[src/rtl/smf_pkg.sv]
package smf_pkg;
  localparam int unsigned NUM_CH    = 2;
  localparam int unsigned CH_LEFT   = 0;
  localparam int unsigned CH_RIGHT  = 1;
  localparam int unsigned DEF_SAMPLE_W   = 16;
  localparam int unsigned DEF_IGNORE_LSB = 4;
  localparam int unsigned DEF_HOLD       = 13230;
  localparam int unsigned DEF_CNT_W      = 16;
endpackage

[src/rtl/smf_quiet_qual.sv]
module smf_quiet_qual #(
  parameter int unsigned SAMPLE_W   = 16,
  parameter int unsigned IGNORE_LSB = 4
) (
  input  logic [SAMPLE_W-1:0] sample,
  output logic                quiet
);
  localparam int unsigned UPPER_W = SAMPLE_W - IGNORE_LSB;

  logic [UPPER_W-1:0] upper;

  // only the bits above the ignored nibble are inspected
  assign upper = sample[SAMPLE_W-1:IGNORE_LSB];

  always_comb begin
    quiet = (&upper) | ~(|upper);
  end
endmodule

[src/rtl/smf_run_detect.sv]
module smf_run_detect #(
  parameter int unsigned HOLD_COUNT = 13230,
  parameter int unsigned CNT_W      = 16
) (
  input  logic clk,
  input  logic rst,
  input  logic valid,
  input  logic quiet,
  output logic detected
);
  localparam logic [CNT_W-1:0] LIMIT      = CNT_W'(HOLD_COUNT);
  localparam logic [CNT_W-1:0] LIMIT_LESS = CNT_W'(HOLD_COUNT - 1);

  logic [CNT_W-1:0] run_cnt;
  logic             det_q;

  always_ff @(posedge clk) begin
    if (rst) begin
      run_cnt <= '0;
      det_q   <= 1'b0;
    end else if (valid) begin
      if (!quiet) begin
        run_cnt <= '0;
        det_q   <= 1'b0;
      end else if (run_cnt != LIMIT) begin
        run_cnt <= run_cnt + 1'b1;
        det_q   <= (run_cnt == LIMIT_LESS);
      end
    end
  end

  assign detected = det_q;

  // the count never passes the threshold
  assert_count_bound_R2: assert property (@(posedge clk) disable iff (rst)
    run_cnt <= LIMIT);

  // a declaration only exists with a saturated run
  assert_det_saturated_R2: assert property (@(posedge clk) disable iff (rst)
    det_q |-> (run_cnt == LIMIT));

  // a loud valid sample clears count and declaration
  assert_loud_clears_R7: assert property (@(posedge clk) disable iff (rst)
    (valid && !quiet) |=> (run_cnt == '0 && !det_q));

  // an idle strobe freezes the detector
  assert_idle_holds_R8: assert property (@(posedge clk) disable iff (rst)
    (!valid && !rst) |=> ($stable(run_cnt) && $stable(det_q)));
endmodule

[src/rtl/smf_sync2.sv]
module smf_sync2 (
  input  logic clk,
  input  logic rst,
  input  logic async_in,
  output logic sync_out
);
  logic meta_q;
  logic sync_q;

  always_ff @(posedge clk) begin
    if (rst) begin
      meta_q <= 1'b0;
      sync_q <= 1'b0;
    end else begin
      meta_q <= async_in;
      sync_q <= meta_q;
    end
  end

  assign sync_out = sync_q;
endmodule

[src/rtl/silence_mute_flag.sv]
module silence_mute_flag
  import smf_pkg::*;
#(
  parameter int unsigned SAMPLE_W   = DEF_SAMPLE_W,
  parameter int unsigned IGNORE_LSB = DEF_IGNORE_LSB,
  parameter int unsigned HOLD_COUNT = DEF_HOLD,
  parameter int unsigned CNT_W      = DEF_CNT_W
) (
  input  logic                clk,
  input  logic                rst,
  input  logic [SAMPLE_W-1:0] left_pcm,
  input  logic                left_stb,
  input  logic [SAMPLE_W-1:0] right_pcm,
  input  logic                right_stb,
  input  logic                sys_mute_in,
  input  logic                soft_mute,
  input  logic                flag_active_low,
  output logic                left_mute,
  output logic                right_mute
);
  logic [NUM_CH-1:0][SAMPLE_W-1:0] pcm;
  logic [NUM_CH-1:0]               stb;
  logic [NUM_CH-1:0]               quiet;
  logic [NUM_CH-1:0]               silent;
  logic [NUM_CH-1:0]               flag_q;
  logic                            sys_mute_sync;

  assign pcm[CH_LEFT]  = left_pcm;
  assign pcm[CH_RIGHT] = right_pcm;
  assign stb[CH_LEFT]  = left_stb;
  assign stb[CH_RIGHT] = right_stb;

  smf_sync2 u_sys_sync (
    .clk      (clk),
    .rst      (rst),
    .async_in (sys_mute_in),
    .sync_out (sys_mute_sync)
  );

  for (genvar ch = 0; ch < NUM_CH; ch++) begin : g_ch
    smf_quiet_qual #(
      .SAMPLE_W   (SAMPLE_W),
      .IGNORE_LSB (IGNORE_LSB)
    ) u_qual (
      .sample (pcm[ch]),
      .quiet  (quiet[ch])
    );

    smf_run_detect #(
      .HOLD_COUNT (HOLD_COUNT),
      .CNT_W      (CNT_W)
    ) u_run (
      .clk      (clk),
      .rst      (rst),
      .valid    (stb[ch]),
      .quiet    (quiet[ch]),
      .detected (silent[ch])
    );

    // registered OR of mute sources, then polarity
    always_ff @(posedge clk) begin
      if (rst) begin
        flag_q[ch] <= flag_active_low;
      end else begin
        flag_q[ch] <= (silent[ch] | sys_mute_sync | soft_mute) ^ flag_active_low;
      end
    end
  end

  assign left_mute  = flag_q[CH_LEFT];
  assign right_mute = flag_q[CH_RIGHT];

  // soft mute forces both flags active one edge later
  assert_soft_forces_R4: assert property (@(posedge clk) disable iff (rst)
    (!$past(rst) && $past(soft_mute)) |->
      (left_mute != $past(flag_active_low) && right_mute != $past(flag_active_low)));

  // a system mute request reaches the flags after the two-flop delay
  assert_sys_latency_R6: assert property (@(posedge clk) disable iff (rst)
    (!$past(rst) && !$past(rst, 2) && !$past(rst, 3) && $past(sys_mute_in, 3)) |->
      (left_mute != $past(flag_active_low) && right_mute != $past(flag_active_low)));
endmodule

[config.mk]
export PLATFORM = sky130hd
export DESIGN_NAME = silence_mute_flag
export DESIGN_NICKNAME = d
export VERILOG_FILES = /design/src/rtl/smf_pkg.sv /design/src/rtl/smf_quiet_qual.sv /design/src/rtl/smf_run_detect.sv /design/src/rtl/smf_sync2.sv /design/src/rtl/silence_mute_flag.sv
export SDC_FILE = /design/constraint.sdc
export NUM_CORES = 1
export LEC_CHECK = 0
export BUFFER_PORTS_ARGS = -buffer_cell sky130_fd_sc_hd__buf_2
export CAP_MARGIN = 15
export CORE_MARGIN = 2
export CORE_UTILIZATION = 58
export CTS_BUF_LIST = sky130_fd_sc_hd__clkbuf_2
export DETAILED_ROUTE_END_ITERATION = 10
export HOLD_SLACK_MARGIN = 0.12
export PLACE_DENSITY = 0.82
export REMOVE_ABC_BUFFERS = 1
export SLEW_MARGIN = 20
export SYNTH_ARGS = -nofsm -noshare
export SYNTH_HDL_FRONTEND = slang
export SYNTH_SLANG_ARGS = --single-unit
[constraint.sdc]
create_clock -name clk -period 2.6 [get_ports clk]
set_input_delay 0 -clock clk [delete_from_list [all_inputs] [get_ports clk]]
set_output_delay 0 -clock clk [all_outputs]
set_load 0.02 [all_outputs]
; ---- Word level (Yosys, flattened, before mapping)
; Index checks and enable logic that the tools add are counted.
[word_totals]
reg_bits = 38
output_inout_bits = 2
[classes]
n_mux = 10
n_bitwise = 10
addsub = 2
n_eq_ne = 6
reduce_logical = 6
[op_table]
columns = operator, count
row1 = 16-bit two-way mux, 4
row2 = "16-bit by 1-bit adder with 16-bit output, second input constant", 2
row3 = "16-bit by 14-bit equality test with 1-bit output, second input constant", 2
row4 = "16-bit by 14-bit != test with 1-bit output, second input constant", 2
row5 = 12-bit AND reduction, 2
row6 = 12-bit OR reduction, 2
row7 = 1-bit two-way mux, 6
row8 = 1-bit bitwise OR, 6
row9 = "2-bit != test, second input constant", 2
row10 = 2-bit AND reduction, 2
row11 = 1-bit inverter, 2
row12 = 1-bit bitwise XOR, 2

; ---- Longest topological paths before layout
[logic_depth]
ltp_word = 5
ltp_mapped = 7
mapped_depth_nobuf = 7

; ---- Cells and area by module
; From an unflattened synthesis, not the netlist that was laid out.
[unflattened]
hier_cells = 284
area_unflattened_um2 = 2457.4
[modules_own_cells]
columns = module, area_each_um2, instances, cells_each
row1 = smf_run_detect, 1104.8, 2, 127
row2 = smf_quiet_qual, 50.0, 2, 8
row3 = silence_mute_flag, 95.1, 1, 10
row4 = smf_sync2, 52.6, 1, 4

; ---- Worst setup path before layout
; OpenSTA, ideal clock, no wires.
[synth_path]
path_kind = reg-to-reg
startpoint = register g_ch[0].u_run.run_cnt[10]
endpoint = register g_ch[0].u_run.run_cnt[1]
period_less_slack_ns = 1.923
n_path_buf = 0
arrival_time_ns = 1.802
stages_incl_launch_ff = 5
required_time_ns = 2.479
setup_slack_ns = 0.677
cell_sequence = dfxtp_1 or4_1 nor4_4 a21o_1 mux2_2
[synth_via]
elab_chain_len = 3
[synth_lines]
columns = element, line_no
row1 = "start, declared", smf_run_detect.sv:14  ; logic [CNT_W-1:0] run_cnt;
row2 = "start signal, assigned", smf_run_detect.sv:26  ; run_cnt <= run_cnt + 1'b1;
row3 = 16-bit by 14-bit != test with 1-bit output, smf_run_detect.sv:25  ; end else if (run_cnt != LIMIT) begin
row4 = 2-bit != test (no source line), --
row5 = 2-bit AND reduction (no source line), --
; Every way passes these cells.
; A chain may end at the register's enable or synchronous reset.

; ---- Worst setup path after layout
; Same ends and word-level chain as after synthesis.

==> results.json <==
{
  "reg2reg_slack_ps": 480,
  "grt_pass1_wl_mm": 9.05,
  "finalHoldViolCount": 0,
  "syn_area_sq_mm": 0.00229,
  "peakVddDrop_mv": 0.175,
  "synthDistinctLibCells": 57,
  "track_usage": 0.269,
  "ys_seq_area_frac": 0.332,
  "cts_root_buf": "clkbuf_2",
  "die_area_sq_mm": 0.00447,
  "htreeDepth": 2,
  "netlist_top_cells_area": "dfxtp_1, nand4_1, nand3_1, a21oi_1, nand2_1",
  "outcome": "finished clean",
  "num_vias": 2336,
  "viasPerCell": 6.35,
  "die_width_um": 66.9,
  "synth_top_area_cell": "dfxtp_1",
  "gr-total-overflow": 0,
  "r2r_cells": 4,
  "die_h_um": 66.9,
  "syn_inst": 284,
  "rr_endpoint": "g_ch[0].u_run.run_cnt[1]$_SDFFE_PP0P_",
  "max_cap_violations": 0,
  "postCtsSetupRepairBufs": 0,
  "finalMaxSlewViolations": 0,
  "rsz0062_at_grt": "no",
  "cellPowerDensity_mw_per_mm2": 367,
  "synth_flop_cell": "dfxtp_1",
  "crit_arrival_ps": 2450,
  "r2r_start": "g_ch[0].u_run.run_cnt[10]$_SDFFE_PP0P_",
  "required_ps": 2930,
  "hold_path.startpoint": "right_pcm[8]",
  "final.setup_skew_ps": 24.5,
  "path_max_fanout": 4,
  "core_sq_mm": 0.00374,
  "min_period_ps": 2120,
  "syn2layout_area_growth_pct": 12.9,
  "initial_core_util": 0.613,
  "numCtsBuffers": 5,
  "post_cts_resized": 0,
  "clock_latency_ps": 440,
  "min_period_over_period": 0.815,
  "synth.most_common_cell": "dfxtp_1",
  "grt_max_degree": 22,
  "synth_warnings": 0,
  "critPathLaunchType": "register",
  "synth_top_area_share": 0.332,
  "end_kind": "register",
  "ys_seq_elements": 38,
  "ys_async_sr_fraction": 0,
  "drive_above_1_share": 0.169,
  "synth.avg_cell_area_sq_um": 8.08,
  "cp_top_family": "simple AND/OR/NAND/NOR gates",
  "diodes": 0,
  "fin_util": 0.692,
  "numPortBuffers": 32,
  "slowest_delay_ps": 610,
  "hold_end": "g_ch[1].u_run.run_cnt[14]$_SDFFE_PP0P_",
  "setup_viol": 0,
  "ant_nets": 0,
  "hold_depth": 6,
  "fin_nets": 365,
  "rows": 22,
  "gp_congestion": 0.847,
  "synth-edff-count": 0,
  "wl_mm": 5.46,
  "startpoint": "g_ch[0].u_run.run_cnt[10]$_SDFFE_PP0P_",
  "synthTopCellsByCount": "dfxtp_1, nand2_1, nand3_1, a21oi_1, nor2_1",
  "place_hpwl_mm": 3.88,
  "hold_path_class": "primary input to register",
  "cts.path.max_buffers": 2,
  "cp_num_buf_inv": 0,
  "drc_errors": 0,
  "firstDrtPassIters": 5,
  "worstMarginPinSlew_ps": 732,
  "path_class": "register to register",
  "p_leak_nw": 0.882,
  "max_slew_margin": 0.512,
  "worst_path_max_delay_cell": "or4_1",
  "antenna_found_initial": 0,
  "cp_num_cells": 4,
  "holdWs_ps": 136,
  "setup_tns_ps": 0,
  "fill_cells": 323,
  "grt_pass1_vias": 2016,
  "routedWlPerCell_um": 14.8,
  "clk_pin_slew_worst_paths_ps": 190,
  "drt_iter0_drc": 136,
  "clock-sinks": 38,
  "fmax_mhz": 472,
  "cts_tree": "yes",
  "cp_cell_sequence": "or4_1 > nor4_4 > a21o_1 > mux2_2",
  "io_pins": 41
}
[layout make-up]
type	count	area (sq um)	share of cell area
clock buffer	7	35.0	0.0135
timing repair buffer	42	258	0.0996
sequential	38	761	0.294
multi-input combinational	220	1430	0.551
tap	48	60.1	0.0232
inverter	13	48.8	0.0188
[worst max path at each step]
| stage | slack [ps] | to |
|---|---|---|
| 2_1_floorplan | 680 | g_ch[0].u_run.run_cnt[1]$_SDFFE_PP0P_ |
| 3_3_place_gp | 600 | g_ch[0].u_run.run_cnt[1]$_SDFFE_PP0P_ |
| 3_5_place_dp | 550 | g_ch[0].u_run.run_cnt[1]$_SDFFE_PP0P_ |
| 4_1_cts | 490 | g_ch[0].u_run.run_cnt[1]$_SDFFE_PP0P_ |
| 5_1_grt | 440 | g_ch[0].u_run.run_cnt[1]$_SDFFE_PP0P_ |
| 6_report | 480 | g_ch[0].u_run.run_cnt[1]$_SDFFE_PP0P_ |
[repair_timing]
| item | in CTS | in global routing |
|---|---|---|
| hold buffers | 9 | 0 |
| endpoints found under the hold margin | 21 | 0 |
| setup endpoints to repair | 0 | 0 |
[metrics by stage]
stage	power [mW]	instance area, sq um	setup WS [ps]	std cells
floorplan	0.629	2240	677	271
global placement	0.676	2460	599	352
detailed placement	0.678	2460	552	352
CTS	0.948	2590	485	368
global route	0.977	2590	440	368
finish	0.949	2590	481	368
[cells in the final DEF, fill, tap and decap left out, types with 6 or more instances in the layout]
| master | Yosys | routed |
|---|---|---|
| dfxtp_1 | 38 | 38 |
| buf_2 | 1 | 32 |
| nand2_1 | 23 | 23 |
| nand3_1 | 19 | 19 |
| a21oi_1 | 18 | 18 |
| nor2_1 | 17 | 17 |
| nand4_1 | 16 | 16 |
| o21ai_0 | 14 | 14 |
| inv_1 | 13 | 13 |
| nor4_1 | 11 | 11 |
| nor3_1 | 9 | 9 |
| dlygate4sd3_1 | 0 | 9 |
| a31oi_1 | 7 | 7 |
| clkbuf_2 | 0 | 7 |
| ha_1 | 6 | 6 |
[power by group]
part	switching (mW)	internal [mW]	leakage (nW)
sequential	0.00139	0.588	0.307
clock	0.201	0.0697	0.0291
combinational	0.0503	0.0382	0.546
total	0.253	0.696	0.882
[sequential cells by signal, indices dropped and copies added, names as in the netlist]
register,flops
right_mute,1
g_ch.u_run.run_cnt,32
g_ch.u_run.detected,2
left_mute,1
u_sys_sync.sync_out,1
u_sys_sync.meta_q,1
[kinds of logic after synthesis]
| kind of cell | synth area share |
|---|---|
| buf+inv | 0.0464 |
| flops | 0.332 |
| xor+xnor | 0.00764 |
| compound gates | 0.219 |
| simple gates | 0.349 |
| mux | 0.0136 |
| fa+ha+maj | 0.0327 |
[worst min-delay path: stages]
cell and delay [ps]:
buf_2 90, nor4_1 40, nand3_1 150, a32oi_1 70, o21ai_0 140, a21oi_1 60
[layer usage]
layer | global-route usage | share of wire | vias up
met3 | 0.0507 | 0.062 | 8
li1 | - | - | 1164
met4 | 0.110 | 0.017 | 0
met2 | 0.419 | 0.44 | 78
met1 | 0.363 | 0.48 | 1086
met5 | 0 | 0 | -
Power figures use the tool's default switching activity.
